==> src/rtl/bus_regsel_pkg.sv <==
// Shared types for the bus register select interface.
// Assumes the two low word-address bits carry the register index.
package bus_regsel_pkg;

    // Register index as seen on address bits {2,1}
    typedef enum logic [1:0] {
        SEL_STAT = 2'b00,
        SEL_ADDR = 2'b01,
        SEL_BLEN = 2'b10,
        SEL_CTRL = 2'b11
    } reg_sel_e;

endpackage

==> src/rtl/bus_sync.sv <==
// Two-stage level synchroniser, one chain per bit.
// Assumes inputs are levels that stay put for several clocks.
module bus_sync #(
    parameter int W = 2
) (
    input  logic         clk,
    input  logic         rst_n,
    input  logic [W-1:0] d,
    output logic [W-1:0] q
);

    logic [W-1:0] meta;

    for (genvar i = 0; i < W; i++) begin : g_bit
        // two-flop chain for bit i
        always_ff @(posedge clk) begin
            if (!rst_n) begin
                meta[i] <= 1'b0;
                q[i]    <= 1'b0;
            end else begin
                meta[i] <= d[i];
                q[i]    <= meta[i];
            end
        end
    end

endmodule

==> src/rtl/bus_addr_dec.sv <==
// Address window compare and register index decode.
// Assumes the address is stable while the strobe is asserted.
module bus_addr_dec import bus_regsel_pkg::*; #(
    parameter int AW         = 16,
    parameter int SPACE_BITS = 4
) (
    input  logic [AW-1:1] addr,
    input  logic [AW-4:0] strap,
    output logic          hit,
    output reg_sel_e      sel
);

    localparam int SPACE_LO = AW - SPACE_BITS;

    // window match plus device-space check, then index decode
    always_comb begin
        hit = (addr[AW-1:3] == strap) && (&addr[AW-1:SPACE_LO]);
        sel = reg_sel_e'(addr[2:1]);
    end

endmodule

==> src/rtl/bus_pulse_timer.sv <==
// Fixed-width pulse generator: a start request opens a window of
// PULSE_CYC cycles; a start during an open window restarts it.
// Assumes PULSE_CYC >= 1.
module bus_pulse_timer #(
    parameter int PULSE_CYC = 5
) (
    input  logic clk,
    input  logic rst_n,
    input  logic start,
    output logic active,
    output logic first
);

    localparam int CW = $clog2(PULSE_CYC + 1);

    logic [CW-1:0] cnt;

    // down-counter holding the remaining window length
    always_ff @(posedge clk) begin
        if (!rst_n) begin
            cnt <= '0;
        end else if (start) begin
            cnt <= CW'(PULSE_CYC);
        end else if (cnt != '0) begin
            cnt <= cnt - 1'b1;
        end
    end

    // marks the first cycle of a window
    always_ff @(posedge clk) begin
        if (!rst_n) begin
            first <= 1'b0;
        end else begin
            first <= start;
        end
    end

    assign active = (cnt != '0);

endmodule

==> src/rtl/bus_regsel_if.sv <==
// Slave register select for a block-transfer controller.
// Synchronises strobe and write, accepts a strobe on its rising edge
// when the address hits the strapped window, then drives a timed
// load or clear pulse for writes, or a held output enable for reads.
// Assumes address and data are stable for the whole strobe.
module bus_regsel_if import bus_regsel_pkg::*; #(
    parameter int AW         = 16,
    parameter int DW         = 16,
    parameter int SPACE_BITS = 4,
    parameter int PULSE_CYC  = 5
) (
    input  logic          clk,
    input  logic          rst_n,
    input  logic [AW-1:1] bus_addr,
    input  logic [DW-1:0] bus_data,
    input  logic          bus_wr_n,
    input  logic          bus_strb_n,
    input  logic [AW-4:0] strap_addr,
    output logic [DW-1:0] wr_data,
    output logic          ld_ctrl,
    output logic          ld_addr,
    output logic          ld_blen,
    output logic          cap_stb,
    output logic          clr_pulse,
    output logic          rd_stat_oe,
    output logic          rd_ctrl_oe,
    output logic          rd_addr_oe,
    output logic          rd_blen_oe
);

    logic [1:0] sync_d;
    logic [1:0] sync_q;
    logic       strb_s;
    logic       wr_s;
    logic       strb_d;
    logic       strb_rise;
    logic       hit;
    reg_sel_e   dec_sel;
    logic       accept;
    logic       sel_q;
    logic       wr_q;
    reg_sel_e   code_q;
    logic       tmr_active;
    logic       tmr_first;

    assign sync_d = {~bus_wr_n, ~bus_strb_n};

    bus_sync #(.W(2)) u_sync (
        .clk   (clk),
        .rst_n (rst_n),
        .d     (sync_d),
        .q     (sync_q)
    );

    assign strb_s = sync_q[0];
    assign wr_s   = sync_q[1];

    bus_addr_dec #(.AW(AW), .SPACE_BITS(SPACE_BITS)) u_dec (
        .addr  (bus_addr),
        .strap (strap_addr),
        .hit   (hit),
        .sel   (dec_sel)
    );

    // delayed strobe for edge detection
    always_ff @(posedge clk) begin
        if (!rst_n) begin
            strb_d <= 1'b0;
        end else begin
            strb_d <= strb_s;
        end
    end

    assign strb_rise = strb_s & ~strb_d;
    assign accept    = strb_rise & hit;

    // select flop, direction and register index for the current strobe
    always_ff @(posedge clk) begin
        if (!rst_n) begin
            sel_q  <= 1'b0;
            wr_q   <= 1'b0;
            code_q <= SEL_STAT;
        end else if (accept) begin
            sel_q  <= 1'b1;
            wr_q   <= wr_s;
            code_q <= dec_sel;
        end else if (!strb_s) begin
            sel_q  <= 1'b0;
        end
    end

    // data latch for writes to storing registers
    always_ff @(posedge clk) begin
        if (!rst_n) begin
            wr_data <= '0;
        end else if (accept && wr_s && (dec_sel != SEL_STAT)) begin
            wr_data <= bus_data;
        end
    end

    bus_pulse_timer #(.PULSE_CYC(PULSE_CYC)) u_tmr (
        .clk    (clk),
        .rst_n  (rst_n),
        .start  (accept & wr_s),
        .active (tmr_active),
        .first  (tmr_first)
    );

    // output steering by latched index and direction
    always_comb begin
        ld_ctrl    = tmr_active && wr_q && (code_q == SEL_CTRL);
        ld_addr    = tmr_active && wr_q && (code_q == SEL_ADDR);
        ld_blen    = tmr_active && wr_q && (code_q == SEL_BLEN);
        clr_pulse  = tmr_active && wr_q && (code_q == SEL_STAT);
        cap_stb    = tmr_first  && wr_q && (code_q != SEL_STAT);
        rd_stat_oe = sel_q && !wr_q && (code_q == SEL_STAT);
        rd_ctrl_oe = sel_q && !wr_q && (code_q == SEL_CTRL);
        rd_addr_oe = sel_q && !wr_q && (code_q == SEL_ADDR);
        rd_blen_oe = sel_q && !wr_q && (code_q == SEL_BLEN);
    end

endmodule

==> config.mk <==
export PLATFORM = sky130hd
export DESIGN_NAME = bus_regsel_if
export DESIGN_NICKNAME = d
export VERILOG_FILES = /design/src/rtl/bus_regsel_pkg.sv /design/src/rtl/bus_sync.sv /design/src/rtl/bus_addr_dec.sv /design/src/rtl/bus_pulse_timer.sv /design/src/rtl/bus_regsel_if.sv
export SDC_FILE = /design/constraint.sdc
export NUM_CORES = 1
export LEC_CHECK = 0
export BUFFER_PORTS_ARGS = -buffer_cell sky130_fd_sc_hd__clkbuf_2
export CAP_MARGIN = 20
export CORE_ASPECT_RATIO = 0.5
export CORE_UTILIZATION = 44
export DETAILED_ROUTE_END_ITERATION = 6
export PLACE_DENSITY = 0.78
export SLEW_MARGIN = 25
export SYNTH_ARGS = -nofsm -noshare
export SYNTH_HDL_FRONTEND = slang
export SYNTH_HIERARCHICAL = 1
export SYNTH_SLANG_ARGS = --single-unit
==> constraint.sdc <==
create_clock -name clk -period 2.2 [get_ports clk]
set_clock_uncertainty 0.1 [all_clocks]
set_input_delay 0.11 -clock clk [delete_from_list [all_inputs] [get_ports clk]]
set_output_delay 0.11 -clock clk [all_outputs]
set_load 0.05 [all_outputs]
* Word level (Yosys, flattened, before mapping)
Cells that the tools add are included.
Cells by class: equality and inequality tests 5, reduce and logical (&&, ||, !) cells 23, add/sub/neg operators 1, mux-type cells 4, bitwise operators 7
Operators by type and width (count):
- $logic_and A1 B1 Y1 | 15
- $eq A13 B13 Y1 | 1
- $mux W3 | 2
- $reduce_bool A2 Y1 | 3
- $eq A2 B2 Y1 const B | 2
- $not A1 Y1 | 4
- $reduce_and A4 Y1 | 1
- $and A1 B1 Y1 | 3
- $reduce_bool A3 Y1 | 1
- $sub A3 B1 Y3 const B | 1
- $eq A2 B1 Y1 const B | 1
- $logic_not A2 Y1 | 1
- $mux W1 | 2
- $ne A2 B2 Y1 const B | 1
- $reduce_or A2 Y1 | 1
- $logic_not A1 Y1 | 1
Word-level totals: bits of input ports 48, register bits 29, word-level logic and storage cells 52, output and inout port bits 25

* Logic depth before layout (Yosys ltp)
Gate-level depths: netlist of the first run.
depth after elaboration 5, gate-level depth with buffers 7, mapped depth without buffers 7

* Hierarchy
Netlist of the first run, hierarchy kept.
Modules (own cells, without submodules):
- bus_regsel_if | cells an instance 103, area each 949.7 um^2, times used 1, sequential area each 420.4 um^2
- bus_pulse_timer | cells an instance 21, area each 202.7 um^2, times used 1, sequential area each 80.1 um^2
- bus_addr_dec | cells an instance 19, area each 155.1 um^2, times used 1, sequential area each 0.0 um^2
- bus_sync | cells an instance 8, area each 105.1 um^2, times used 1, sequential area each 80.1 um^2

* Worst setup path after synthesis of the first run
No wires, ideal clock.
path kind register to output, from register u_tmr.cnt[0], to output port clr_pulse, path buffers 0, required time 1.990 ns, setup slack -0.020 ns, cell stages (with the launch flop) 7, data arrival time 2.010 ns, cell sequence dfxtp_1 -> inv_1 -> ha_1 -> ha_1 -> inv_2 -> nand2_1 -> nor3_1
On the way: word-level cells in the longest chain between the ends 3
RTL lines:
- from (decl) | RTL line bus_pulse_timer.sv:16 | logic [CW-1:0] cnt;
- from (signal assigned) | RTL line bus_pulse_timer.sv:23 | cnt <= CW'(PULSE_CYC);
- from (signal assigned) | RTL line bus_pulse_timer.sv:25 | cnt <= cnt - 1'b1;
- $reduce_bool A3 Y1 | RTL line bus_pulse_timer.sv:38 | assign active = (cnt != '0);
- named net tmr_active | RTL line bus_regsel_if.sv:43 | logic tmr_active;
- $logic_and A1 B1 Y1 (2 in series) | RTL line bus_regsel_if.sv:114 | clr_pulse = tmr_active && wr_q && (code_q == SEL_STAT);
- to (decl) | RTL line bus_regsel_if.sv:24 | output logic clr_pulse,
The timed path passes the listed nets, and every way through them passes these cells.

* Worst setup path in the final report of the first run
Ends and elaborated chain as after synthesis.

==> reports/qor.yml, run 1 <==
grt_usage_pct: 16.7
wirelength_mm: 2.71
start_util_pct: 46.6
clkSlewWorstSetupHoldPaths_ps: 60
synth_edf_count: 0
crit_top_cell: "ha_1"
syn-cell-area_mm2: 0.00141
p_int_mw: 0.916
synth_area_leaders: "dfxtp_1 (41%), mux2i_1 (13%), nand2_1 (9.0%), xnor2_1 (7.4%), ha_1 (2.7%)"
power_mw: 1.20
final_common_cell: "clkbuf_2"
grt_start_max_net_pins: 44
drc: 0
insertion_delay_ps: 270
r2r_cells: 5
ir_drop_mv: 0.256
cts_resized: 0
period_share_pct: 87.2
pwr-share-seq_pct: 46.2
max_cap_viol_count: 0
cp.arrival_ps: 1710
end_kind: "output pin"
yosysSeqAreaShare_pct: 41.1
vias: 1253
synth_compound_area_share_pct: 4.87
rsz0062_at_grt: "no"
leakage_nw: 1.00
io_pins: 73
critical_path_class: "reg -> out"
crit_required_ps: 1990
hold_buffers: 18
cts_setup_buffers: 0
fin_tns_setup_ps: 0
crit_chain: "inv_1, ha_1, ha_1, inv_2, nand2_1, nor3_2, clkbuf_2"
ys.flop_type: "dfxtp_1"
worst_pin_slew_ps: 700
ys_ff_latch: 29
avgSynthCellArea_um2: 9.36
syn2layout_area_growth_pct: 44.4
hpwl_mm: 1.95
synth_top_family_by_area: "simple AND/OR/NAND/NOR gates"
synth_nets: 202
cts_htree_levels: 2
cts_buffers: 5
num_antenna_cells: 0
power-per-cell-area_mw_per_mm2: 588
maxSlewViolCount: 0
gp_congestion: 0.679
ant_nets: 0
outcome: "completed"
ys_async_sr_fraction_pct: 0
final.setup.worst_slack_ps: 281
yosysUniqueCellTypes: 28
hold-worst-slack_ps: 62.2
place_worst_setup_slack_ps: 328
antenna_found_initial: 0
synthSimpleGateAreaFrac_pct: 24.2
cp_num_buf_inv: 3
first_pass_iters: 4
hold_viol: 0
grt_pass1_vias: 1093
p_sw_mw: 0.283
vias_per_cell: 4.46
cp-start-kind: "flip-flop"
hold_class: "in -> reg"
dieArea_mm2: 0.00345
cts.sinks: 29
mostFrequentLayoutCells: "clkbuf_2 (72), nand2_1 (34), dfxtp_1 (29), mux2i_1 (19), dlygate4sd3_1 (18)"
power_frac_clock_pct: 35.4
tritoncts: "built"
slowest_delay_ps: 330
core_area_mm2: 0.00303
crit_family: "adder cells"
drtIter0Drc: 13
synth-xor-area-share_pct: 7.44
fmax_mhz: 521
cp_slowest_cell: "dfxtp_1"
clockBufferDepth: 2
synth_largest_area_cell: "dfxtp_1"
maxSlewHeadroom_pct: 53.4
path_depth: 7
setup_viol: 0
cts_root_buf: "clkbuf_8"
final_util_pct: 67.3
portBuffers: 72
synthAdderAreaFrac_pct: 2.66
synth_top_area_share_pct: 41.1
whs_path_depth: 3
die_w_um: 82.1
p_comb_share_pct: 18.4
wire_per_inst_um: 9.63
row_count: 14
crit_fanout: 4
grt_pass1_wl_mm: 4.35
die_y_um: 42.1
drive_gt1_share_pct: 36.5
gr-total-overflow: 0
synth_mux_area_share_pct: 13.5
synth_cells: 151
p_sw_share_pct: 23.6
fin_crit_ps: 1920
yosysWarnings: 6
final_nets: 292
layer usage:
layer / GRT usage, % / part of all wire (%) / vias up
met3: 5.22 / 6.7 / 3
met4: 6.32 / 0.59 / 0
met5: 0 / 0 / -
li1: - / - / 664
met1: 18.5 / 45 / 545
met2: 29.9 / 47 / 41
worst paths after layout:
check / slack, ps / to / startpoint
min: 60 / code_q[0] / bus_addr[1]
max: 280 / clr_pulse / u_tmr/cnt[0]
max reg2reg: 800 / u_tmr/cnt[1] / u_tmr/cnt[0]
min reg2reg: 330 / u_sync/q[0] / u_sync/meta[0]
worst reg2reg max path: stages, from the launching register on:
cell	delay, ps
dfxtp_1	330
inv_1	50
ha_1	200
ha_1	250
nor2b_1	160
a2111oi_2	200
power by group through the flow:
| stage | Clock (mW) | Sequential (mW) | Combinational (mW) |
|---|---|---|---|
| floorplan | 0 | 0.563 | 0.141 |
| global placement | 0 | 0.564 | 0.194 |
| detailed placement | 0 | 0.565 | 0.197 |
| CTS | 0.441 | 0.553 | 0.223 |
| global route | 0.463 | 0.555 | 0.249 |
| finish | 0.425 | 0.553 | 0.220 |
synth_stat cells (2+ instances only):
| cell | count |
|---|---|
| and2_1 | 5 |
| and2_2 | 2 |
| buf_2 | 4 |
| buf_4 | 2 |
| dfxtp_1 | 29 |
| ha_1 | 3 |
| inv_1 | 8 |
| mux2i_1 | 19 |
| nand2_1 | 34 |
| nand2b_1 | 3 |
| nand3_1 | 2 |
| nand4_1 | 2 |
| nor2_1 | 6 |
| nor2b_1 | 4 |
| nor3_1 | 2 |
| o21a_1 | 3 |
| xnor2_1 | 12 |
registers in the layout, indices dropped and copies added, names as in the netlist:
signal and cells:
strb_d 1, wr_q 1, code_q 2, u_sync/q 2
u_tmr/first 1, wr_data 16, sel_q 1, u_sync/meta 2
u_tmr/cnt 3
per-stage QoR:
step	std cells	instance area [um^2]
2_1_floorplan	151	1420
3_3_place_gp	256	1770
3_5_place_dp	256	1770
4_1_cts	281	2040
5_1_grt	281	2040
6_report	281	2040
cells by family after synthesis:
| logic type | count (synthesis) |
|---|---|
| AND/OR/NAND/NOR | 65 |
| adder cells (fa/ha/maj) | 3 |
| flip-flops | 29 |
| AO/OA/AOI/OAI | 7 |
| buffers and inverters | 16 |
| XOR/XNOR | 12 |
| multiplexers | 19 |
final cells by class:
cell class | instances | area [um^2]
multi-input combinational | 106 | 748
inverter | 9 | 33.8
sequential | 29 | 581
clock buffer | 7 | 86.3
tap | 40 | 50.0
fill | 260 | 991
timing repair buffer | 90 | 541
(Power assumes the default switching activity.)
==> run 2: changes to the inputs <==
CORE_ASPECT_RATIO = unset   (was 0.5)
CORE_MARGIN = 2   (was unset)
REMOVE_ABC_BUFFERS = 1   (was unset)
==> reports/qor.yml, run 2 (synthesized netlist as in run 1, its figures left out) <==
vias_per_cell: 4.46
cts_htree_levels: 2
cp_slowest_cell: "dfxtp_1"
place_worst_setup_slack_ps: 353
final_util_pct: 66.5
core_area_mm2: 0.00305
outcome: "completed"
power-per-cell-area_mw_per_mm2: 564
grt_pass1_vias: 1167
insertion_delay_ps: 320
antenna_found_initial: 0
crit_fanout: 4
hold_buffers: 18
slowest_delay_ps: 350
grt_use_met3_pct: 5.54
crit_required_ps: 1990
hold_viol: 0
largest_register: "wr_data"
cp-start-kind: "flip-flop"
clockBufferDepth: 2
first_pass_iters: 4
cts_root_buf: "clkbuf_4"
crit_family: "adder cells"
portBuffers: 72
gr-total-overflow: 0
leakage_nw: 0.997
vias: 1281
final_nets: 293
grt_usage_pct: 18.3
drtIter0Drc: 11
period_share_pct: 92.5
die_y_um: 60.7
end_kind: "output pin"
drc: 0
cp.arrival_ps: 1820
use_met2_pct: 28.7
ir_drop_mv: 0.397
start_util_pct: 46.3
hpwl_mm: 2.21
tritoncts: "built"
cts.sinks: 29
largest_registers: "wr_data: 16 flops, u_tmr/cnt: 3 flops"
cp_num_buf_inv: 3
wirelength_mm: 3.05
final_cells: 287
dp.cells: 261
wire_per_inst_um: 10.6
final.setup.worst_slack_ps: 166
rsz0062_at_grt: "no"
hold_class: "in -> reg"
fillerInstances: 250
fmax_mhz: 492
drive_gt1_share_pct: 37.0
die_w_um: 60.7
max_cap_viol_count: 0
final_common_cell: "clkbuf_2"
fin_crit_ps: 2030
cts_resized: 0
hold-worst-slack_ps: 18.9
cts_buffers: 5
row_count: 20
busiest_layer: "met2"
grt_pass1_wl_mm: 4.91
mostFrequentLayoutCells: "clkbuf_2 (72), nand2_1 (34), dfxtp_1 (29), mux2i_1 (19), dlygate4sd3_1 (18)"
crit_chain: "inv_1, ha_1, ha_1, inv_2, nand2_1, nor3_1, clkbuf_2"
use_met1_pct: 22.9
io_pins: 73
setup_viol: 0
critical_path_class: "reg -> out"
seq_area_um2: 581
num_antenna_cells: 0
worst_pin_slew_ps: 363
largest_reg_flops: 16
grt_start_max_net_pins: 30
cts_setup_buffers: 0
dieArea_mm2: 0.00368
syn2layout_area_growth_pct: 43.8
maxSlewViolCount: 0
multiInputGateArea_um2: 743
maxSlewHeadroom_pct: 75.6
clkSlewWorstSetupHoldPaths_ps: 90
crit_top_cell: "ha_1"
ant_nets: 0
gp_congestion: 0.673
[run 2: cell types whose count changed in the layout (fill, tap and decap cells not counted)]
cell / previous run / this run
clkbuf_1: 1 / 0
clkbuf_8: 6 / 2
clkinv_2: 0 / 1
nor3_2: 1 / 0
buf_4: 0 / 1
nor3_1: 1 / 2
clkbuf_4: 0 / 5
[run 2: power by group]
| part | switching (mW) | internal, mW | total (mW) |
|---|---|---|---|
| Clock | 0.181 | 0.185 | 0.366 |
| Combinational | 0.101 | 0.126 | 0.227 |
| Sequential | 0.00950 | 0.543 | 0.552 |
| Total | 0.291 | 0.854 | 1.15 |
[run 2: final timing paths]
kind                       start      endpoint  cells past startpoint  slack, ps
setup / recovery    u_tmr/cnt[0]     clr_pulse                      7        170
hold / removal       bus_addr[2]     code_q[1]                      3         20
setup reg to reg    u_tmr/cnt[0]  u_tmr/cnt[1]                      5        780
hold reg to reg   u_sync/meta[0]   u_sync/q[0]                      1        340
[run 2: per-stage QoR]
| step | TNS (ps) | cell area (um^2) | power, mW |
|---|---|---|---|
| global placement | 0 | 1780 | 0.762 |
| detailed placement | 0 | 1780 | 0.768 |
| finish | 0 | 2030 | 1.15 |
| floorplan | -20.5 | 1360 | 0.691 |
| CTS | 0 | 2030 | 1.15 |
| global route | 0 | 2030 | 1.22 |
[run 2: cell type report]
cell class / instances / area share (%)
inverters: 9 / 1.66
repair buffers: 91 / 27.0
clock inverters: 1 / 0.246
multi-input cells: 106 / 36.6
flip-flops and latches: 29 / 28.6
well taps: 44 / 2.71
clock buffers: 7 / 3.20
[run 2: worst register-to-register path, delay by kind of cell, from the launching register on]
kind                       cells  cell delay (ps)
AOI/OAI and AO/OA              1              180
adders and majority gates      2              470
DFF                            1              350
and+or+nand+nor                1              170
buffers and inverters          1               60
[run 2: per-layer routing]
metal	vias up	wire length, um	part of all wire, %
met3	7	178	5.8
met2	44	1420	47
met5	-	0	0
li1	668	-	-
met1	562	1390	46
met4	0	52	1.7
==> run 3: changes to the inputs <==
clock period = 1.9 ns   (was 2.2 ns; I/O delays follow)
==> reports/qor.yml, run 3 (synthesized netlist as in run 1, its figures left out) <==
mostFrequentLayoutCells: "clkbuf_2 (68), nand2_1 (33), dfxtp_1 (28), mux2i_1 (19), dlygate4sd3_1 (19)"
ir_drop_mv: 0.421
cts.sinks: 29
wirelength_mm: 3.18
gp_congestion: 0.668
largest_registers: "wr_data: 16 flops, u_tmr/cnt: 3 flops"
insertion_delay_ps: 320
drc: 0
crit_fanout: 4
gr-total-overflow: 0
io_pins: 73
ant_nets: 0
largest_register: "wr_data"
grt_pass1_vias: 1171
setup_viol: 0
num_antenna_cells: 0
seq_area_um2: 582
first_pass_iters: 4
dieArea_mm2: 0.00368
crit_required_ps: 1700
die_w_um: 60.7
cts_buffers: 5
hold_viol: 0
critical_path_class: "reg -> out"
fmax_mhz: 555
fin_crit_ps: 1800
wire_per_inst_um: 11.0
worst_pin_slew_ps: 365
clkSlewWorstSetupHoldPaths_ps: 90
power-per-cell-area_mw_per_mm2: 652
final_nets: 295
end_kind: "output pin"
portBuffers: 72
grt_usage_pct: 19.2
antenna_found_initial: 0
drtIter0Drc: 46
largest_reg_flops: 16
maxSlewHeadroom_pct: 75.5
stdcell_area_mm2: 0.00210
place_area_mm2: 0.00178
grt_pass1_wl_mm: 5.11
tritoncts: "built"
maxSlewViolCount: 0
dp.cells: 261
cts_root_buf: "clkbuf_4"
hold_class: "in -> reg"
row_count: 20
final_cells: 289
leakage_nw: 1.01
cp-start-kind: "flip-flop"
place_worst_setup_slack_ps: 51.1
drive_gt1_share_pct: 39.6
period_share_pct: 94.8
core_area_mm2: 0.00305
cts_htree_levels: 2
final_common_cell: "clkbuf_2"
grt_start_max_net_pins: 32
die_y_um: 60.7
vias_per_cell: 4.43
vias: 1281
power_mw: 1.37
clockBufferDepth: 2
start_util_pct: 46.3
multiInputGateArea_um2: 768
syn2layout_area_growth_pct: 48.7
cp.arrival_ps: 1610
outcome: "completed"
max_cap_viol_count: 0
fillerInstances: 274
hpwl_mm: 2.16
hold-worst-slack_ps: 16.5
final.setup.worst_slack_ps: 98.9
-- run 3: stage by stage --
stage | utilization (%) | setup TNS [ps]
2_1_floorplan | - | -305
3_3_place_gp | 58.3 | 0
3_5_place_dp | 58.3 | 0
4_1_cts | 67.8 | 0
5_1_grt | 68.8 | -5.13
6_report | 68.8 | 0
-- run 3: metal layers --
metal  up-vias  part of all wire, %  global-route usage (%)
met5         -                    0                       0
met4         0                 0.79                    7.45
met3         4                  8.2                    7.25
met2        49                   48                    30.3
met1       556                   43                    23.8
li1        672                    -                       -
-- run 3: report_power, final --
group	switching [mW]	total [mW]	internal, mW	leakage, nW
clock	0.206	0.420	0.214	0.0413
sequential	0.0100	0.640	0.630	0.235
combinational	0.134	0.310	0.176	0.737
-- run 3: layout make-up --
type,count,area share [%]
Clock buffer,7,3.10
Timing Repair Buffer,93,28.2
Clock inverter,1,0.238
Tap cell,44,2.62
Sequential cell,29,27.7
Inverter,9,1.61
Multi-Input combinational cell,106,36.6
-- run 3: worst max-delay path: stages, from the launching register on --
cell	delay, ps
dfxtp_1	340
inv_1	50
ha_2	190
ha_4	180
inv_2	70
nand2_2	80
nor3_2	170
clkbuf_8	210
-- run 3: path summary, 6_finish.rpt --
check,endpoint,from,cells after the start,slack [ps]
worst max register to register,wr_data[13],u_sync/q[0],3,610
worst max-delay path,clr_pulse,u_tmr/cnt[1],7,100
worst min register to register,u_sync/q[0],u_sync/meta[0],1,330
worst min-delay path,code_q[0],bus_addr[1],3,20
-- run 3: repair_timing --
item / 4_1_cts / 5_1_grt
buffers inserted: 0 / 1
resized for setup: 8 / 8
hold buffers: 19 / 0
pin swaps: 0 / 1
hold endpoints to repair: 19 / 0
endpoints found under the setup margin: 4 / 4
